--- config.mk ---
export PLATFORM = sky130hd
export DESIGN_NAME = rxstat_counters
export DESIGN_NICKNAME = d
export VERILOG_FILES = /design/src/rtl/rxstat_pkg.sv /design/src/rtl/rxstat_frame_tracker.sv /design/src/rtl/rxstat_disc_detect.sv /design/src/rtl/rxstat_sat_counter.sv /design/src/rtl/rxstat_counters.sv
export SDC_FILE = /design/constraint.sdc
export NUM_CORES = 1
export LEC_CHECK = 0
export BUFFER_PORTS_ARGS = -buffer_cell sky130_fd_sc_hd__buf_2
export CORE_ASPECT_RATIO = 2
export CORE_UTILIZATION = 57
export DETAILED_ROUTE_END_ITERATION = 10
export PLACE_DENSITY = 0.79
export SYNTH_ARGS = -nofsm -noshare
export SYNTH_HDL_FRONTEND = slang
export SYNTH_SLANG_ARGS = --single-unit
--- constraint.sdc ---
create_clock -name clk -period 2.2 [get_ports clk]
set_input_delay 0.22 -clock clk [delete_from_list [all_inputs] [get_ports clk]]
set_output_delay 0.22 -clock clk [all_outputs]
set_load 0.02 [all_outputs]
--- src/rtl/rxstat_pkg.sv ---
package rxstat_pkg;
  localparam int CNT_W   = 16;
  localparam int NUM_CNT = 2;

  typedef enum logic {
    SEL_DISC = 1'b0,
    SEL_ERRF = 1'b1
  } cnt_sel_e;
endpackage

--- src/rtl/rxstat_frame_tracker.sv ---
module rxstat_frame_tracker (
  input  logic clk,
  input  logic rst,
  input  logic frm_start,
  input  logic sym_err,
  input  logic early_end,
  input  logic frm_end,
  output logic err_frame_inc
);
  logic in_frame_q, err_mark_q;
  logic active, err_now, close;

  // A frame is open from its start strobe (that cycle included) until it closes.
  assign active  = in_frame_q | frm_start;
  assign err_now = active & (sym_err | early_end);
  assign close   = active & (frm_end | early_end);

  assign err_frame_inc = close & (err_mark_q | err_now);

  always_ff @(posedge clk) begin
    if (rst) begin
      in_frame_q <= 1'b0;
      err_mark_q <= 1'b0;
    end else begin
      if (close)          in_frame_q <= 1'b0;
      else if (frm_start) in_frame_q <= 1'b1;

      if (close)          err_mark_q <= 1'b0;
      else if (err_now)   err_mark_q <= 1'b1;
    end
  end
endmodule

--- src/rtl/rxstat_disc_detect.sv ---
module rxstat_disc_detect (
  input  logic repeater_mode,
  input  logic frm_start,
  input  logic sd_valid,
  output logic disc_inc
);
  // A start without a J/K delimiter counts only while repeating.
  assign disc_inc = repeater_mode & frm_start & ~sd_valid;
endmodule

--- src/rtl/rxstat_sat_counter.sv ---
module rxstat_sat_counter #(
  parameter int W = 16
) (
  input  logic         clk,
  input  logic         rst,
  input  logic         inc,
  input  logic         clr,
  output logic [W-1:0] count
);
  localparam logic [W-1:0] TOP = '1;
  localparam logic [W-1:0] ONE = W'(1);

  logic [W-1:0] cnt_q, cnt_d;

  always_comb begin
    cnt_d = cnt_q;
    if (clr)                      cnt_d = inc ? ONE : '0;
    else if (inc && cnt_q != TOP) cnt_d = cnt_q + ONE;
  end

  always_ff @(posedge clk) begin
    if (rst) cnt_q <= '0;
    else     cnt_q <= cnt_d;
  end

  assign count = cnt_q;
endmodule

--- src/rtl/rxstat_counters.sv ---
module rxstat_counters #(
  parameter int CNT_W = rxstat_pkg::CNT_W
) (
  input  logic             clk,
  input  logic             rst,
  input  logic             repeater_mode,
  input  logic             frm_start,
  input  logic             sd_valid,
  input  logic             sym_err,
  input  logic             early_end,
  input  logic             frm_end,
  input  logic             rd_stb,
  input  logic             rd_sel,
  output logic [CNT_W-1:0] rd_data
);
  import rxstat_pkg::*;
  localparam int N = NUM_CNT;

  logic [N-1:0]     inc_vec;
  logic [N-1:0]     clr_vec;
  logic [CNT_W-1:0] cnt_q [N];
  logic             disc_inc, errf_inc;

  rxstat_disc_detect u_disc (
    .repeater_mode (repeater_mode),
    .frm_start     (frm_start),
    .sd_valid      (sd_valid),
    .disc_inc      (disc_inc)
  );

  rxstat_frame_tracker u_frame (
    .clk           (clk),
    .rst           (rst),
    .frm_start     (frm_start),
    .sym_err       (sym_err),
    .early_end     (early_end),
    .frm_end       (frm_end),
    .err_frame_inc (errf_inc)
  );

  assign inc_vec[SEL_DISC] = disc_inc;
  assign inc_vec[SEL_ERRF] = errf_inc;

  for (genvar i = 0; i < N; i++) begin : g_cnt
    assign clr_vec[i] = rd_stb && (rd_sel == 1'(i));

    rxstat_sat_counter #(.W(CNT_W)) u_cnt (
      .clk   (clk),
      .rst   (rst),
      .inc   (inc_vec[i]),
      .clr   (clr_vec[i]),
      .count (cnt_q[i])
    );
  end

  assign rd_data = rd_stb ? cnt_q[rd_sel] : '0;
endmodule

==> impl_results.md, run 1 <==
* CTS Buffer Depth at 2
* Worst Skew at 0.009501 ns
* Fill cells at 275
* Yosys cell types at 41
* Main combinational cell family by area after synthesis: simple AND/OR/NAND/NOR gates
* Final Hold Viols at 0
* Least-Margin Pin Slew at 0.6016 ns
* Post-detail-place hpwl at 3482 um
* Clock Latency Late Sink at 0.29 ns
* Initial antenna violation count at 0
* Total number of vias at 1,753
* Max VDD drop at 0.0005802 V
* Worst Setup End Kind: flop
* Cell area after layout at 2245 um^2
* Setup ws final at 0.1716 ns
* Vias/cell at 6.003
* Total track usage at 28.48%
* Drt pass-1 iters at 4
* Final setup vio count at 0
* Post-route ant nets at 0
* Crit Path Max Fanout at 5
* Result of the run: finished, final reports clean
* Layout cells sized above 1 at 18.39%
* Worst relative slew slack at 59.89%
* Max Freq at 0.4930 GHz
* Leak at 0.0008660 uW
* Slew Limit Fails at 0
* Synth Instances at 228
* Area post-placement at 2138 um^2
* Post-Synth XOR/XNOR Area at 9.834%
* Synth Flop Type: dfxtp_1
* Worst Path Arrival at 2.25 ns
* Adder-cell share of the synthesized area at 1.277%
* Post-CTS resize count at 0
* DRT iter0 DRCs at 38
* Max-cap violations at 0
* Commonest non-fill, non-tap cell in the layout: dfxtp_1
* First-pass GRT wire length at 8059 um
* Vias in the first global route at 1,786
* IO Count at 26
* Mapped Area at 1959 um^2
* Root buf cell: clkbuf_8
* Yosys reg bits at 34
* Number of I/O port buffers at 25
* Final WL at 4663 um
* Number of flops mapped to enable cells by yosys at 0
* Hold Slack at 0.1165 ns
* Setup TNS at 0 ns
* Crit Path Class: reg -> reg
* Crit path largest cell delay at 0.54 ns
* CTS tree: done
* Core Area at 3229 um^2
* Initial Util at 60.67%
* CP Cell Sequence: ha_1 -> and2_1 -> and4_4 -> or4b_4 -> or3_1 -> a21oi_1
* Setup repair bufs after CTS at 0
* Syn Nets at 240
* Most frequent cells in the layout: 34 x dfxtp_1, 29 x nor2_1, 25 x buf_2
* Drt drc at 0
* Min Clock Period, post-route at 2.028 ns
* Sink Count at 34
* Worst Path Required at 2.42 ns
* GP Congestion at 0.9220
* H-tree levels at 2
* Synth-to-layout area growth at 14.56%
* Largest net degree at the start of global routing at 19
* TritonCTS buffer count at 5
* Post-CTS Hold Fix Bufs at 0
* Row count at 29
* Die width at 43.46 um
* Synthesis Warnings at 0
* Synth Area per Inst at 8.594 um^2
* Synth Area in Compound Gates at 6.960%
* Clk slew on worst S/H paths at 0.07 ns
* Sequential area share after synthesis at 34.74%
* RSZ-0062 raised after global routing: no
* Post-synth ARST share at 0%
* CP max stage cell: or4b_4
* Power Density at 571.6 nW/um^2
* Simple-gate share of the synthesized area at 36.59%
* HP Class: in -> reg
* Nets at 272
* Mux contribution to synthesized area at 8.685%
* Post-placement worst setup slack at 0.1975 ns
* Diode count at 0
* GRT Residual Overflow at 0
* DR WL/cell at 15.97 um
* Tcrit/Tclk final at 92.20%
* Die Y at 84.92 um
* Die area at 3690 um^2
* Crit path launch type: flop
==> registers in the layout (all words and copies together) (netlist names) <==
signal              flops
g_cnt.u_cnt.count      32
u_frame.err_mark_q      1
u_frame.in_frame_q      1
==> synth_stat cells (2+ instances only) <==
cell type	number	area share, %
ha_1	2	1.3
mux2i_1	17	8.7
dfxtp_1	34	35
clkbuf_1	5	0.96
and3_1	2	0.64
o21ai_0	4	1.0
nor4b_1	2	0.89
nor2b_1	16	5.1
nand3_1	11	2.8
a21oi_1	7	1.8
and2_1	5	1.6
nor4_1	6	1.9
nor3b_1	2	0.77
nor2_1	29	5.6
or2_2	4	1.3
nand2_1	9	1.7
and4_1	3	1.3
nor3_1	13	3.3
inv_1	2	0.38
nand3b_1	2	0.77
xnor2_1	17	7.6
nand2b_1	2	0.64
or3_1	2	0.64
nand4_1	11	3.5
xor2_1	5	2.2
==> cell type report <==
class / instances / area [um^2] / area share (%)
repair buffers: 31 / 170.2 / 7.581
clock buffers: 7 / 76.32 / 3.400
well taps: 31 / 38.79 / 1.728
inverters: 2 / 7.507 / 0.3344
clock inverters: 1 / 30.03 / 1.338
flip-flops and latches: 34 / 680.7 / 30.32
multi-input cells: 186 / 1241 / 55.30
==> worst max-delay path: cells and delay by family (launching register included) <==
kind | cells | cell delay, ns
AOI/OAI and AO/OA | 1 | 0.14
adders and majority gates | 1 | 0.21
DFF | 1 | 0.34
and+or+nand+nor | 4 | 1.28
==> kinds of logic (layout without fill, tap and decap cells) <==
logic type | after synthesis | in the layout
XOR/XNOR | 22 | 22
buffers and inverters | 8 | 41
flip-flops | 34 | 34
multiplexers | 17 | 17
AND/OR/NAND/NOR | 125 | 125
adder cells (fa/ha/maj) | 2 | 2
AO/OA/AOI/OAI | 20 | 20
==> power breakdown <==
group	switching, uW	leakage [uW]	internal (uW)
combinational	52.0	0.000539	35.4
sequential	4.46	0.000274	620
clock	232	0.0000524	339
total	289	0.000866	994
==> stage by stage <==
| step | cells | power, uW | util, % |
|---|---|---|---|
| 5_1_grt | 292 | 1324 | 69.51 |
| 3_3_place_gp | 284 | 724.8 | 66.21 |
| 6_report | 292 | 1283 | 69.51 |
| 2_1_floorplan | 228 | 693.5 | - |
| 3_5_place_dp | 284 | 724.7 | 66.21 |
| 4_1_cts | 292 | 1289 | 69.51 |
==> per-layer routing <==
layer / global-route usage (%) / share of wire, % / wire [um] / vias up
met5: 0 / 0 / 0 / -
met4: 14.20 / 2.6 / 122 / 0
met1: 31.07 / 41 / 1907 / 819
li1: - / - / - / 890
met3: 4.894 / 2.1 / 97 / 12
met2: 50.55 / 54 / 2535 / 32
==> final timing paths <==
check	startpoint	slack (ns)	cells past startpoint	to
max	g_cnt[1].u_cnt.count[1]	0.17	6	g_cnt[1].u_cnt.count[13]
min reg2reg	g_cnt[1].u_cnt.count[13]	0.50	2	g_cnt[1].u_cnt.count[13]
min	frm_end	0.12	2	u_frame.in_frame_q
max reg2reg	g_cnt[1].u_cnt.count[1]	0.17	6	g_cnt[1].u_cnt.count[13]
(Power assumes the default switching activity.)
==> run 2: changes to the inputs <==
--- a/config.mk
+++ b/config.mk
@@ -6,7 +6,6 @@
 export NUM_CORES = 1
 export LEC_CHECK = 0
 export BUFFER_PORTS_ARGS = -buffer_cell sky130_fd_sc_hd__buf_2
-export CORE_ASPECT_RATIO = 2
 export CORE_UTILIZATION = 57
 export DETAILED_ROUTE_END_ITERATION = 10
 export PLACE_DENSITY = 0.79
==> impl_results.md, run 2 (same netlist as run 1, synthesis figures left out) <==
* Crit path launch type: flop
* Commonest non-fill, non-tap cell in the layout: dfxtp_1
* IO Count at 26
* Setup TNS at 0 ns
* Most frequent cells in the layout: 34 x dfxtp_1, 29 x nor2_1, 25 x buf_2
* Initial antenna violation count at 0
* Vias/cell at 5.670
* Worst Path Arrival at 2.33 ns
* Post-CTS resize count at 0
* Largest net degree at the start of global routing at 19
* Leak at 0.0008538 uW
* Result of the run: finished, final reports clean
* Total track usage at 26.19%
* Met1 Usage GRT at 35.48%
* Die area at 3676 um^2
* RSZ-0062 raised after global routing: no
* Worst Path Required at 2.48 ns
* TritonCTS buffer count at 5
* Final Hold Viols at 0
* Worst relative slew slack at 61.15%
* Max-cap violations at 0
* Diode count at 0
* Met3 Use GR at 6.183%
* Total number of vias at 1,735
* Sink Count at 34
* Drt pass-1 iters at 4
* Max FFs per register at 32
* Die width at 60.63 um
* Tcrit/Tclk final at 92.93%
* Least-Margin Pin Slew at 0.5779 ns
* Core Area at 3153 um^2
* Drt drc at 0
* GP Congestion at 0.8736
* Crit Path Max Fanout at 5
* Vias in the first global route at 1,573
* Worst Setup End Kind: flop
* Min Clock Period, post-route at 2.044 ns
* Synth-to-layout area growth at 13.41%
* Clock Latency Late Sink at 0.34 ns
* GRT Residual Overflow at 0
* Post-route ant nets at 0
* Final setup vio count at 0
* Nets at 273
* Row count at 20
* Grt met2 use at 40.66%
* DRT iter0 DRCs at 136
* Slew Limit Fails at 0
* H-tree levels at 2
* Post-detail-place hpwl at 3131 um
* Post-CTS Hold Fix Bufs at 0
* Worst Skew at 0.007672 ns
* Initial Util at 62.14%
* Die Y at 60.63 um
* Setup repair bufs after CTS at 0
* Crit Path Class: reg -> reg
* First-pass GRT wire length at 7107 um
* CTS tree: done
* Clk slew on worst S/H paths at 0.10 ns
* Power Density at 486.3 nW/um^2
* Number of I/O port buffers at 25
* CTS Buffer Depth at 2
* Max VDD drop at 0.0003230 V
* Final WL at 4279 um
* Root buf cell: clkbuf_4
* Layer with the highest usage: met2
* Core Util, Final at 70.48%
* Layout cells sized above 1 at 19.08%
* DR WL/cell at 13.98 um
* Max Freq at 0.4892 GHz
* HP Class: in -> reg
## run 2: changes by cell type in the layout (fill, tap and decap cells not counted)
cell	change
clkbuf_4	+5
clkbuf_8	-4
buf_4	+1
bufinv_16	-1
clkbuf_1	-1
clkinv_2	+1
## run 2: final cells by class
| type | instances | area (um^2) |
|---|---|---|
| clock buffers | 7 | 55.05 |
| clock inverters | 1 | 5.005 |
| fillers | 288 | 930.9 |
| inverters | 2 | 7.507 |
| multi-input cells | 186 | 1241 |
| flip-flops and latches | 34 | 680.7 |
| well taps | 44 | 55.05 |
| repair buffers | 32 | 177.7 |
## run 2: path summary, 6_finish.rpt
kind | startpoint | slack (ns) | end | cells after the start
max | g_cnt[1].u_cnt.count[0] | 0.16 | g_cnt[1].u_cnt.count[13] | 6
min | frm_end | 0.06 | u_frame.in_frame_q | 2
max reg2reg | g_cnt[1].u_cnt.count[0] | 0.16 | g_cnt[1].u_cnt.count[13] | 6
min reg2reg | u_frame.err_mark_q | 0.52 | u_frame.err_mark_q | 2
## run 2: through the flow
stage	instance area [um^2]	setup slack [ns]	cells	power, uW	hold WS, ns
floorplan	1959	0.1495	228	693.5	0.2891
CTS	2222	0.1653	306	1086	0.05464
global route	2222	0.07885	306	1121	0.05691
detailed placement	2162	0.1869	298	721.5	0.4207
finish	2222	0.1556	306	1081	0.06084
global placement	2162	0.2240	298	720.3	0.4253
## run 2: per-layer routing
layer	wire [um]	share of wire [%]	up-vias
li1	-	-	890
met1	2122	50	780
met2	1858	43	58
met3	250	5.8	7
met4	48	1.1	0
met5	0	0	-
## run 2: power breakdown
group,total [uW],leakage [uW],internal [uW],switching (uW)
Sequential,625,0.000274,620,5.30
Combinational,83.0,0.000544,34.5,48.5
Clock,372,0.0000353,155,217
## run 2: worst max-delay path, stage by stage, from the launching register on
cell and delay, ns:
dfxtp_1 0.36, ha_1 0.23, and2_1 0.17, and4_4 0.20, or4b_4 0.54, or3_1 0.35
a21oi_1 0.13
